--- src/rtl/conv_seq_pkg.sv ---
package conv_seq_pkg;

    typedef enum logic [2:0] {
        ST_IDLE,
        ST_ARMED,
        ST_CONV,
        ST_CAL_RST,
        ST_CAL,
        ST_SLEEP
    } seq_state_e;

endpackage

--- src/rtl/seq_sync.sv ---
module seq_sync #(
    parameter int unsigned  W       = 1,
    parameter logic [W-1:0] RST_VAL = '0
) (
    input  logic         clk,
    input  logic         rst_n,
    input  logic [W-1:0] async_i,
    output logic [W-1:0] sync_o
);

    logic [W-1:0] meta_q;
    logic [W-1:0] sync_q;

    for (genvar b = 0; b < W; b++) begin : g_bit
        always_ff @(posedge clk or negedge rst_n) begin
            if (!rst_n) begin
                meta_q[b] <= RST_VAL[b];
                sync_q[b] <= RST_VAL[b];
            end else begin
                meta_q[b] <= async_i[b];
                sync_q[b] <= meta_q[b];
            end
        end
    end

    assign sync_o = sync_q;

endmodule

--- src/rtl/seq_timer.sv ---
module seq_timer #(
    parameter int unsigned CNT_W = 8
) (
    input  logic             clk,
    input  logic             rst_n,
    input  logic             load_i,
    input  logic [CNT_W-1:0] load_val_i,
    input  logic             run_i,
    output logic             zero_o
);

    logic [CNT_W-1:0] cnt_d, cnt_q;

    always_comb begin
        cnt_d = cnt_q;
        if (load_i) begin
            cnt_d = load_val_i;
        end else if (run_i && (cnt_q != '0)) begin
            cnt_d = cnt_q - 1'b1;
        end
    end

    always_ff @(posedge clk or negedge rst_n) begin
        if (!rst_n) cnt_q <= '0;
        else        cnt_q <= cnt_d;
    end

    assign zero_o = (cnt_q == '0);

endmodule

--- src/rtl/conv_cal_seq.sv ---
module conv_cal_seq
    import conv_seq_pkg::*;
#(
    parameter int unsigned CONV_CYCLES = 16,
    parameter int unsigned CAL_CYCLES  = 256,
    parameter int unsigned RES_W       = 12
) (
    input  logic             clk,
    input  logic             rst_n,
    input  logic             convst_i,
    input  logic             cal_i,
    input  logic             sleep_ni,
    input  logic [RES_W-1:0] stub_i,
    output logic             busy_o,
    output logic             hold_o,
    output logic             conv_en_o,
    output logic             pwr_down_o,
    output logic             done_o,
    output logic [RES_W-1:0] result_o,
    output logic [RES_W-1:0] cal_word_o
);

    localparam int unsigned MAX_CYC = (CAL_CYCLES > CONV_CYCLES) ? CAL_CYCLES : CONV_CYCLES;
    localparam int unsigned CNT_W   = (MAX_CYC > 1) ? $clog2(MAX_CYC) : 1;
    localparam logic [CNT_W-1:0] CONV_LOAD = CNT_W'(CONV_CYCLES - 1);
    localparam logic [CNT_W-1:0] CAL_LOAD  = CNT_W'(CAL_CYCLES - 1);

    typedef struct packed {
        seq_state_e       state;
        logic             conv_prev;
        logic             cal_prev;
        logic             done;
        logic [RES_W-1:0] result;
        logic [RES_W-1:0] cal_word;
    } seq_regs_t;

    // synchronized inputs: [2]=convert-start, [1]=calibration, [0]=sleep_n
    logic [2:0] in_sync;
    logic       conv_lvl, cal_lvl, sleep_lvl_n;

    seq_sync #(.W(3), .RST_VAL(3'b111)) i_sync (
        .clk    (clk),
        .rst_n  (rst_n),
        .async_i({convst_i, cal_i, sleep_ni}),
        .sync_o (in_sync)
    );

    assign conv_lvl    = in_sync[2];
    assign cal_lvl     = in_sync[1];
    assign sleep_lvl_n = in_sync[0];

    seq_regs_t r_d, r_q;
    logic             tmr_load, tmr_run, tmr_zero;
    logic [CNT_W-1:0] tmr_val;

    seq_timer #(.CNT_W(CNT_W)) i_timer (
        .clk       (clk),
        .rst_n     (rst_n),
        .load_i    (tmr_load),
        .load_val_i(tmr_val),
        .run_i     (tmr_run),
        .zero_o    (tmr_zero)
    );

    logic conv_rise, conv_fall, cal_rise;
    assign conv_rise = conv_lvl  & ~r_q.conv_prev;
    assign conv_fall = ~conv_lvl &  r_q.conv_prev;
    assign cal_rise  = cal_lvl   & ~r_q.cal_prev;

    always_comb begin
        r_d           = r_q;
        r_d.conv_prev = conv_lvl;
        r_d.cal_prev  = cal_lvl;
        r_d.done      = 1'b0;
        tmr_load      = 1'b0;
        tmr_val       = '0;
        tmr_run       = (r_q.state == ST_CONV) || (r_q.state == ST_CAL);

        if (!cal_lvl) begin
            // calibration input low overrides and clears all control
            r_d.state = ST_CAL_RST;
            tmr_load  = 1'b1;
            tmr_val   = '0;
        end else begin
            unique case (r_q.state)
                ST_IDLE: begin
                    if (conv_rise) begin
                        r_d.state = ST_CONV;
                        tmr_load  = 1'b1;
                        tmr_val   = CONV_LOAD;
                    end else if (conv_fall) begin
                        r_d.state = ST_ARMED;
                    end else if (!sleep_lvl_n) begin
                        r_d.state = ST_SLEEP;
                    end
                end
                ST_ARMED: begin
                    if (conv_rise) begin
                        r_d.state = ST_CONV;
                        tmr_load  = 1'b1;
                        tmr_val   = CONV_LOAD;
                    end
                end
                ST_CONV: begin
                    if (tmr_zero) begin
                        r_d.state  = ST_IDLE;
                        r_d.done   = 1'b1;
                        r_d.result = stub_i;
                    end
                end
                ST_CAL_RST: begin
                    if (cal_rise) begin
                        r_d.state = ST_CAL;
                        tmr_load  = 1'b1;
                        tmr_val   = CAL_LOAD;
                    end
                end
                ST_CAL: begin
                    if (tmr_zero) begin
                        r_d.state    = ST_IDLE;
                        r_d.cal_word = stub_i;
                    end
                end
                ST_SLEEP: begin
                    if (sleep_lvl_n) r_d.state = ST_IDLE;
                end
                default: r_d.state = ST_IDLE;
            endcase
        end
    end

    always_ff @(posedge clk or negedge rst_n) begin
        if (!rst_n) begin
            r_q.state     <= ST_IDLE;
            r_q.conv_prev <= 1'b1;
            r_q.cal_prev  <= 1'b1;
            r_q.done      <= 1'b0;
            r_q.result    <= '0;
            r_q.cal_word  <= '0;
        end else begin
            r_q <= r_d;
        end
    end

    assign busy_o     = (r_q.state == ST_ARMED) || (r_q.state == ST_CONV) || (r_q.state == ST_CAL);
    assign hold_o     = (r_q.state == ST_CONV);
    assign conv_en_o  = (r_q.state == ST_CONV);
    assign pwr_down_o = (r_q.state == ST_SLEEP);
    assign done_o     = r_q.done;
    assign result_o   = r_q.result;
    assign cal_word_o = r_q.cal_word;

endmodule

--- config.mk ---
export PLATFORM = sky130hd
export DESIGN_NAME = conv_cal_seq
export DESIGN_NICKNAME = d
export VERILOG_FILES = /design/src/rtl/conv_seq_pkg.sv /design/src/rtl/seq_sync.sv /design/src/rtl/seq_timer.sv /design/src/rtl/conv_cal_seq.sv
export SDC_FILE = /design/constraint.sdc
export NUM_CORES = 1
export LEC_CHECK = 0
export ABC_AREA = 1
export BUFFER_PORTS_ARGS = -buffer_cell sky130_fd_sc_hd__buf_4
export CAP_MARGIN = 20
export CORE_AREA = 2 2 86 88
export DETAILED_ROUTE_END_ITERATION = 7
export DIE_AREA = 0 0 88 90
export SLEW_MARGIN = 20
export SYNTH_ARGS = -nofsm -noshare
export SYNTH_HDL_FRONTEND = slang
export SYNTH_HIERARCHICAL = 1
export SYNTH_SLANG_ARGS = --single-unit
--- constraint.sdc ---
create_clock -name clk -period 2.28 [get_ports clk]
set_clock_uncertainty 0.1 [all_clocks]
set_input_delay 0.342 -clock clk [delete_from_list [all_inputs] [get_ports clk]]
set_output_delay 0.342 -clock clk [all_outputs]
set_load 0.02 [all_outputs]
After elaboration in Yosys (flattened, before gate mapping). Index checks and enable logic that the tools add are counted.

Add/sub/neg operators: 1. Equal/unequal tests: 10. Multiplexer cells: 24. Bitwise logic cells: 6. Reductions and logical operators: 13.

Operator list (number): $mux W8 (4); $mux W13 (2); $mux W25 (1); $mux W12 (2); $mux W3 (8); $pmux W8 S2 (1); $pmux W3 S5 (1); $ne A3 B3 Y1 const B (3); $logic_not A8 Y1 (1); $reduce_bool A8 Y1 (1); $sub A8 B1 Y8 const B (1); $eq A3 B2 Y1 const B (2); $eq A3 B3 Y1 const B (2); $reduce_and A3 Y1 (2); $ne A5 B5 Y1 const B (1); $reduce_and A5 Y1 (1); $mux W4 (1); $reduce_or A2 Y1 (2); $and A1 B1 Y1 (3); $eq A3 B1 Y1 const B (1); $logic_not A3 Y1 (1); $logic_or A1 B1 Y1 (3); $mux W1 (3); $ne A3 B2 Y1 const B (1); other kinds (4) (6).

Register bits after elaboration: 44. Bits of input ports: 17. Output and inout bits: 29. Logic and storage cells: 67.

Logic depth before layout (Yosys ltp). Gate-level depths: netlist of the first run.

Depth after elaboration: 6. Depth in mapped cells: 11.

Hierarchy. The synthesis of the first run kept the hierarchy.

Modules (own cells, without submodules): conv_cal_seq (times used 1, cells an instance 179, area each 1626.6 µm², seq. area each 753.2 µm²); seq_timer (times used 1, cells an instance 93, area each 596.8 µm², seq. area each 200.2 µm²); seq_sync (times used 1, cells an instance 6, area each 157.7 µm², seq. area each 157.7 µm²).

Least setup slack after synthesis of the first run. OpenSTA, ideal clock, no wires.

Path type: flip-flop to flip-flop. Start: register r_q[29] (netlist name). End: register i_timer.cnt_q[0]. Setup time: 0.125 ns. Arrival: 1.568 ns. Required time: 2.055 ns. Slack: 0.487 ns. Stages on the path, launching flop included: 11. Path buffers: 2. Clock period less this slack: 1.793 ns. Cell sequence: dfrtp_1 -> buf_4 -> nor2_2 -> nand2_1 -> nor3_2 -> a21oi_1 -> nand2_1 -> clkbuf_1 -> o21ai_0 -> nand2_1 -> o21ai_1.

Longest elaborated chain between the ends: 5. Elaborated cells between the ends (all ways): 14.

RTL lines: start, declared (RTL line conv_cal_seq.sv:52) `seq_regs_t r_d, r_q;`; start signal, assigned (RTL line conv_cal_seq.sv:141) `r_q <= r_d;`; $eq A3 B1 Y1 / $logic_not A3 Y1 (equally long branches) (RTL line conv_cal_seq.sv:85) `unique case (r_q.state)`; $reduce_or A2 Y1 (no line); $pmux W1 S2 * (RTL line conv_cal_seq.sv:85); $mux W1 * (RTL line conv_cal_seq.sv:79) `if (!cal_lvl) begin`; via tmr_load (RTL line conv_cal_seq.sv:53) `logic tmr_load, tmr_run, tmr_zero;`; $mux W8 / $reduce_bool A2 Y1 (equally long branches); end signal, assigned (RTL line seq_timer.sv:25) `else cnt_q <= cnt_d;`; end, declared (RTL line seq_timer.sv:12) `logic [CNT_W-1:0] cnt_d, cnt_q;`.

Mark *: on every way through the listed nets, which the timed path passes. The rest lies on a longest branch. A chain may end at the register's enable or synchronous reset.

Worst setup path in the final report of the first run.
Start: register r_q[29] (netlist name). End: output port busy_o.

Longest elaborated chain between the ends: 3. Elaborated cells between the ends (all ways): 5.

RTL lines: $eq A3 B1 Y1 / $eq A3 B2 Y1 (equally long branches) (RTL line conv_cal_seq.sv:145) `assign busy_o = (r_q.state == ST_ARMED) || (r_q.state == ST_CONV) || (r_q.state == ST_CAL);`; $logic_or A1 B1 Y1 (RTL line conv_cal_seq.sv:145); $logic_or A1 B1 Y1 * (RTL line conv_cal_seq.sv:145); end, declared (RTL line conv_cal_seq.sv:14) `output logic busy_o,`.

Mark *: on every way between the ends. The rest lies on a longest branch, timed or not.

==> flow_summary.json, run 1 <==
{
  "syn2layout_area_growth_pct": 14.3,
  "num_vias": 1709,
  "setup_ws_ns": 0.367,
  "drt-wirelength-per-cell_um": 11.0,
  "slew_violations": 0,
  "critical_path_class": "flop to output port",
  "leakagePower_nw": 1.40,
  "die_y_um": 90,
  "dp_cells": 392,
  "fin_cells": 401,
  "rrSetupSlack_ns": 0.37,
  "maxCapViolCount": 0,
  "yosys_warnings": 6,
  "worstPathArrival_ns": 1.47,
  "synth_area_leader_cell": "dfrtp_1",
  "grt_use_total": 0.120,
  "grt_overflow": 0,
  "die_x_um": 88,
  "io_buffers": 45,
  "dieArea_um2": 7920,
  "ys_seq_area_frac": 0.467,
  "timing.rr.end": "result_o[1]",
  "clkTransAtPathRegs_ns": 0.08,
  "root_buffer": "clkbuf_8",
  "post_cts_buffers": 0,
  "slew_headroom": 0.629,
  "crit_chain": "inv_1, nand2_1, nand2_2, nand2_1, buf_4",
  "worstSkewPairLatency_ns": 0.30,
  "worstPathRequired_ns": 1.84,
  "grt_pass1_wl_um": 7690,
  "cpMaxStageDelayCell": "dfrtp_1",
  "finalPower_mw": 3.81,
  "cts-buffers-inserted": 5,
  "syn_avg_cell_area_um2": 8.56,
  "fillers": 725,
  "first_iter_violations": 84,
  "fin_nets": 321,
  "drive_above_1_share": 0.351,
  "synth_area_leaders": "dfrtp_1 (38%), nand2_1 (11%), dfstp_2 (8.8%), buf_4 (8.5%), inv_1 (4.4%)",
  "rsz0062_at_grt": "no",
  "hold_class": "input pin to flop",
  "netlist_area_um2": 2380,
  "max_freq_ghz": 0.523,
  "initial_core_util": 0.339,
  "path_buf_inv": 2,
  "ir_drop_v": 0.000599,
  "cts_sinks": 44,
  "hold_violations": 0,
  "reg2reg_depth": 9,
  "synth_cell_types": 27,
  "syn-num-nets": 298,
  "worstSetupStartpointType": "flop",
  "preCtsSetupSlack_ns": 0.249,
  "critPathTopFamily": "flip-flops",
  "wl_um": 4410,
  "htreeDepth": 2,
  "rows": 31,
  "status": "finished clean",
  "endpoint_kind": "output port",
  "setup_viol": 0,
  "routed_via_density": 4.26,
  "fin_crit_sh": 0.839,
  "antenna_found_initial": 0,
  "hold_depth": 1,
  "worstPathMaxFanout": 8,
  "cts_tree": "yes",
  "synth_cells": 278,
  "ys_ff_latch": 44,
  "reg2reg_from": "i_timer/cnt_q[0]",
  "grt_max_degree": 45,
  "antennaDiodeCount": 0,
  "worst-slew-pin-transition_ns": 0.556,
  "hp-start": "sleep_ni",
  "core_um2": 7020,
  "hold-path-endpoint": "i_sync/meta_q[0]",
  "grt_pass1_vias": 1657,
  "setup_tns_ns": 0,
  "detail-route-antenna-nets": 0,
  "yosys.area.top_type_share": 0.378,
  "drtPass1Iterations": 4,
  "gp_congestion": 0.837,
  "hpwl_um": 3140,
  "ios": 46,
  "drc": 0,
  "powerDensity_nw_per_um2": 1400,
  "cpPeakStageDelay_ns": 0.62,
  "period_minus_slack_ns": 1.91,
  "crit_top_cell": "nand2_1",
  "clockBufferDepth": 2
}
-- layer usage --
layer / track usage / share of wire / up-vias
met4: 0.0423 / 0.018 / 0
met1: 0.158 / 0.46 / 784
met3: 0.0294 / 0.048 / 6
li1: - / - / 883
met2: 0.190 / 0.48 / 36
met5: 0 / 0 / -
-- sequential cells by signal (all words and copies together), names as in the netlist --
signal / count
cal_word_o: 12
result_o: 12
i_timer/cnt_q: 8
r_q: 5
i_sync/meta_q: 3
i_sync/sync_o: 3
done_o: 1
-- metrics by stage --
step	util	hold slack (ns)	cell area (um^2)
after floorplan	-	-0.0536	2380
after global placement	0.373	0.246	2620
after detailed placement	0.373	0.247	2620
after CTS	0.387	0.0352	2710
after global routing	0.388	0.0303	2720
final	0.388	0.0482	2720
-- worst reg2reg max path, cell delays in order (launching register included) --
cell,delay [ns]
dfrtp_1,0.38
inv_1,0.16
ha_1,0.18
nand2_1,0.10
nor2_1,0.22
nand2_1,0.10
inv_2,0.10
nand2_4,0.22
nand2_1,0.17
o21ai_2,0.06
-- synthesized netlist by cell type --
library cell and count:
nor2_4 3, inv_1 28, inv_2 5, nand2_1 69, o21ai_1 5, nand3_1 20, dfstp_2 8, buf_2 2
nand2_4 4, dfrtp_1 36, clkbuf_1 1, ha_1 3, nand3_2 1, buf_6 2, a21oi_1 3, clkinv_2 1
or2_4 1, nand2_2 11, buf_4 27, o21ai_0 16, nand4_1 2, nor3_2 1, xnor2_1 1, nor2_2 4
nor2_1 11, o21ai_2 12, o21ai_4 1
-- layout make-up --
type                            instances  area (um^2)  area share
Sequential cell                        44         1110       0.408
Timing Repair Buffer                   48          363       0.133
Clock inverter                          2         12.5     0.00460
Multi-Input combinational cell        168          910       0.334
Tap cell                               99          124      0.0455
Inverter                               34          129      0.0474
Clock buffer                            6         72.6      0.0267
-- worst max path at each step --
stage / startpoint / to / slack (ns) / depth (start not counted)
after global routing: i_timer/cnt_q[0] / cal_word_o[9] / 0.1 / 8
after detailed placement: i_timer/cnt_q[0] / cal_word_o[9] / 0.25 / 8
final: r_q[29] / busy_o / 0.37 / 5
after CTS: i_timer/cnt_q[0] / cal_word_o[9] / 0.19 / 8
after floorplan: r_q[29] / i_timer/cnt_q[0] / 0.49 / 10
after global placement: i_timer/cnt_q[0] / cal_word_o[4] / 0.37 / 9
-- kinds of logic (layout without fill, tap and decap cells) --
logic type,after synthesis,in the layout,synth area share
xor+xnor,1,1,0.00368
compound gates,37,37,0.101
flops,44,44,0.467
fa+ha+maj,3,3,0.0158
simple gates,127,127,0.258
buf+inv,66,90,0.154
-- where the power goes --
part / internal (mW) / switching [mW] / total (mW)
Combinational: 0.787 / 1.16 / 1.95
Sequential: 1.10 / 0.281 / 1.38
Clock: 0.214 / 0.271 / 0.485
Total: 2.10 / 1.71 / 3.81
-- cells in the final DEF, fill, tap and decap left out --
master and count:
clkinvlp_4 1, nand3_4 1, nor2_4 3, ha_1 3
clkbuf_8 5, o21ai_1 5, nor3_2 1, clkbuf_1 1
o21ai_2 12, dlygate4sd3_1 1, dfrtp_1 36, buf_4 47
nand2_4 4, nand2_1 69, dfstp_2 8, inv_2 5
nand3_1 20, clkinv_2 2, xnor2_1 1, o21ai_4 1
o21ai_0 16, nand2_2 11, nand4_1 2, nor2_2 4
inv_1 28, a21oi_1 3, nor2_1 11, or2_4 1
-- repair_timing --
| action | in CTS | in global routing |
|---|---|---|
| hold endpoints to repair | 36 | 0 |
| resized for setup | 0 | 1 |
| setup endpoints to repair | 0 | 11 |
| hold buffers | 1 | 0 |
Note: power is estimated with default switching activity, not from simulation.
==> run 2, diff against run 1 <==
==> constraint.sdc (replaced) <==
create_clock -name clk -period 1.86 [get_ports clk]
set_clock_uncertainty 0.1 [all_clocks]
set_input_delay 0.279 -clock clk [delete_from_list [all_inputs] [get_ports clk]]
set_output_delay 0.279 -clock clk [all_outputs]
set_load 0.02 [all_outputs]
==> run 2 against run 1 <==
Compared with the run above: combinational power up 31%; sequential power up 18%; via count up 3.2%; utilization up 1.2 points; total power up 25%; flip-flop and latch count unchanged; register-to-register slack worse by 0.23 ns; routed wire length down 0.79%; global-route usage up 0.22 points; non-clock buffer count up 11; critical path type unchanged; critical endpoint unchanged; largest power group unchanged.
==> flow_summary.json, run 2 (synthesized netlist as in run 1, its figures left out) <==
{
  "grt_max_degree": 45,
  "dieArea_um2": 7920,
  "die_x_um": 88,
  "root_buffer": "clkbuf_8",
  "hold_violations": 0,
  "clockBufferDepth": 2,
  "rsz0062_at_grt": "yes",
  "cts-buffers-inserted": 5,
  "layout.cells.most_common_list": "nand2_1 (69), buf_4 (55), dfrtp_1 (36)",
  "post_cts_buffers": 0,
  "antenna_found_initial": 0,
  "leakagePower_nw": 1.46,
  "ios": 46,
  "grt_use_total": 0.122,
  "setup_viol": 0,
  "io_buffers": 45,
  "slew_headroom": 0.634,
  "gp_congestion": 0.795,
  "place_area_um2": 2680,
  "dp_cells": 400,
  "drt-wirelength-per-cell_um": 10.6,
  "status": "finished clean",
  "worst-slew-pin-transition_ns": 0.549,
  "fin_nets": 332,
  "cts_sinks": 44,
  "hpwl_um": 3150,
  "preCtsSetupSlack_ns": 0.0846,
  "worstPathMaxFanout": 7,
  "num_vias": 1763,
  "period_minus_slack_ns": 1.75,
  "worstPathRequired_ns": 1.48,
  "rows": 31,
  "drive_above_1_share": 0.374,
  "setup_tns_ns": 0,
  "clkTransAtPathRegs_ns": 0.09,
  "worstSetupStartpointType": "flop",
  "htreeDepth": 2,
  "worstSkewPairLatency_ns": 0.29,
  "final_common_cell": "nand2_1",
  "hold_class": "input pin to flop",
  "first_iter_violations": 94,
  "final_util": 0.400,
  "grt_pass1_vias": 1807,
  "postLayoutCellArea_um2": 2810,
  "cpPeakStageDelay_ns": 0.40,
  "drtPass1Iterations": 4,
  "wl_um": 4380,
  "endpoint_kind": "output port",
  "drc": 0,
  "finalPower_mw": 4.76,
  "fin_cells": 412,
  "core_um2": 7020,
  "slew_violations": 0,
  "critical_path_class": "flop to output port",
  "powerDensity_nw_per_um2": 1690,
  "routed_via_density": 4.28,
  "initial_core_util": 0.339,
  "max_freq_ghz": 0.572,
  "antennaDiodeCount": 0,
  "setup_ws_ns": 0.113,
  "critPathTopFamily": "buffers and inverters",
  "die_y_um": 90,
  "syn2layout_area_growth_pct": 18.0,
  "ir_drop_v": 0.000852,
  "path_buf_inv": 3,
  "grt_pass1_wl_um": 7840,
  "cts_tree": "yes",
  "detail-route-antenna-nets": 0,
  "whs_ns": 0.142,
  "cpMaxStageDelayCell": "dfrtp_1",
  "fin_crit_sh": 0.939,
  "maxCapViolCount": 0,
  "grt_overflow": 0,
  "crit_chain": "buf_4, inv_1, nand2_1, nand2_2, nand2_1, buf_4",
  "worstPathArrival_ns": 1.37
}
[run 2: worst register-to-register path: stages (launching register included)]
cell     delay [ns]
dfrtp_1        0.43
nor2_2         0.22
nand2_2        0.12
nor2_2         0.13
nand2_1        0.08
inv_2          0.08
nand2_4        0.22
nand2_1        0.17
o21ai_2        0.05
[run 2: repair_timing]
| action | 4_1_cts | 5_1_grt |
|---|---|---|
| resized for setup | 0 | 6 |
| hold buffers | 4 | 0 |
| hold endpoints to repair | 39 | 0 |
| endpoints found under the setup margin | 0 | 30 |
[run 2: final timing paths]
check | from | to | slack (ns) | cells after the start
setup / recovery | r_q[29] | busy_o | 0.11 | 6
hold / removal | stub_i[2] | result_o[2] | 0.14 | 3
setup reg to reg | i_timer/cnt_q[2] | result_o[1] | 0.14 | 8
hold reg to reg | i_sync/meta_q[1] | i_sync/sync_o[1] | 0.25 | 0
max in group asynchronous | rst_n | i_sync/meta_q[2] | 0.86 | 2
min in group asynchronous | rst_n | cal_word_o[8] | 0.41 | 2
[run 2: per-layer routing]
metal  up-vias  GRT usage  share of wire
met2        36      0.191           0.45
met5         -          0              0
li1        906          -              -
met3         9     0.0367          0.051
met4         0     0.0462          0.021
met1       812      0.157           0.48
[run 2: layout make-up]
cell class | count | area (um^2)
Clock buffer | 7 | 76.3
Clock inverter | 1 | 5.00
Fill cell | 708 | 4210
Inverter | 34 | 129
Multi-Input combinational cell | 168 | 911
Sequential cell | 44 | 1110
Tap cell | 99 | 124
Timing Repair Buffer | 59 | 453
[run 2: power breakdown]
| group | switching, mW | internal, mW |
|---|---|---|
| logic | 1.50 | 1.06 |
| clock network | 0.311 | 0.264 |
| registers | 0.284 | 1.34 |
| total | 2.10 | 2.67 |
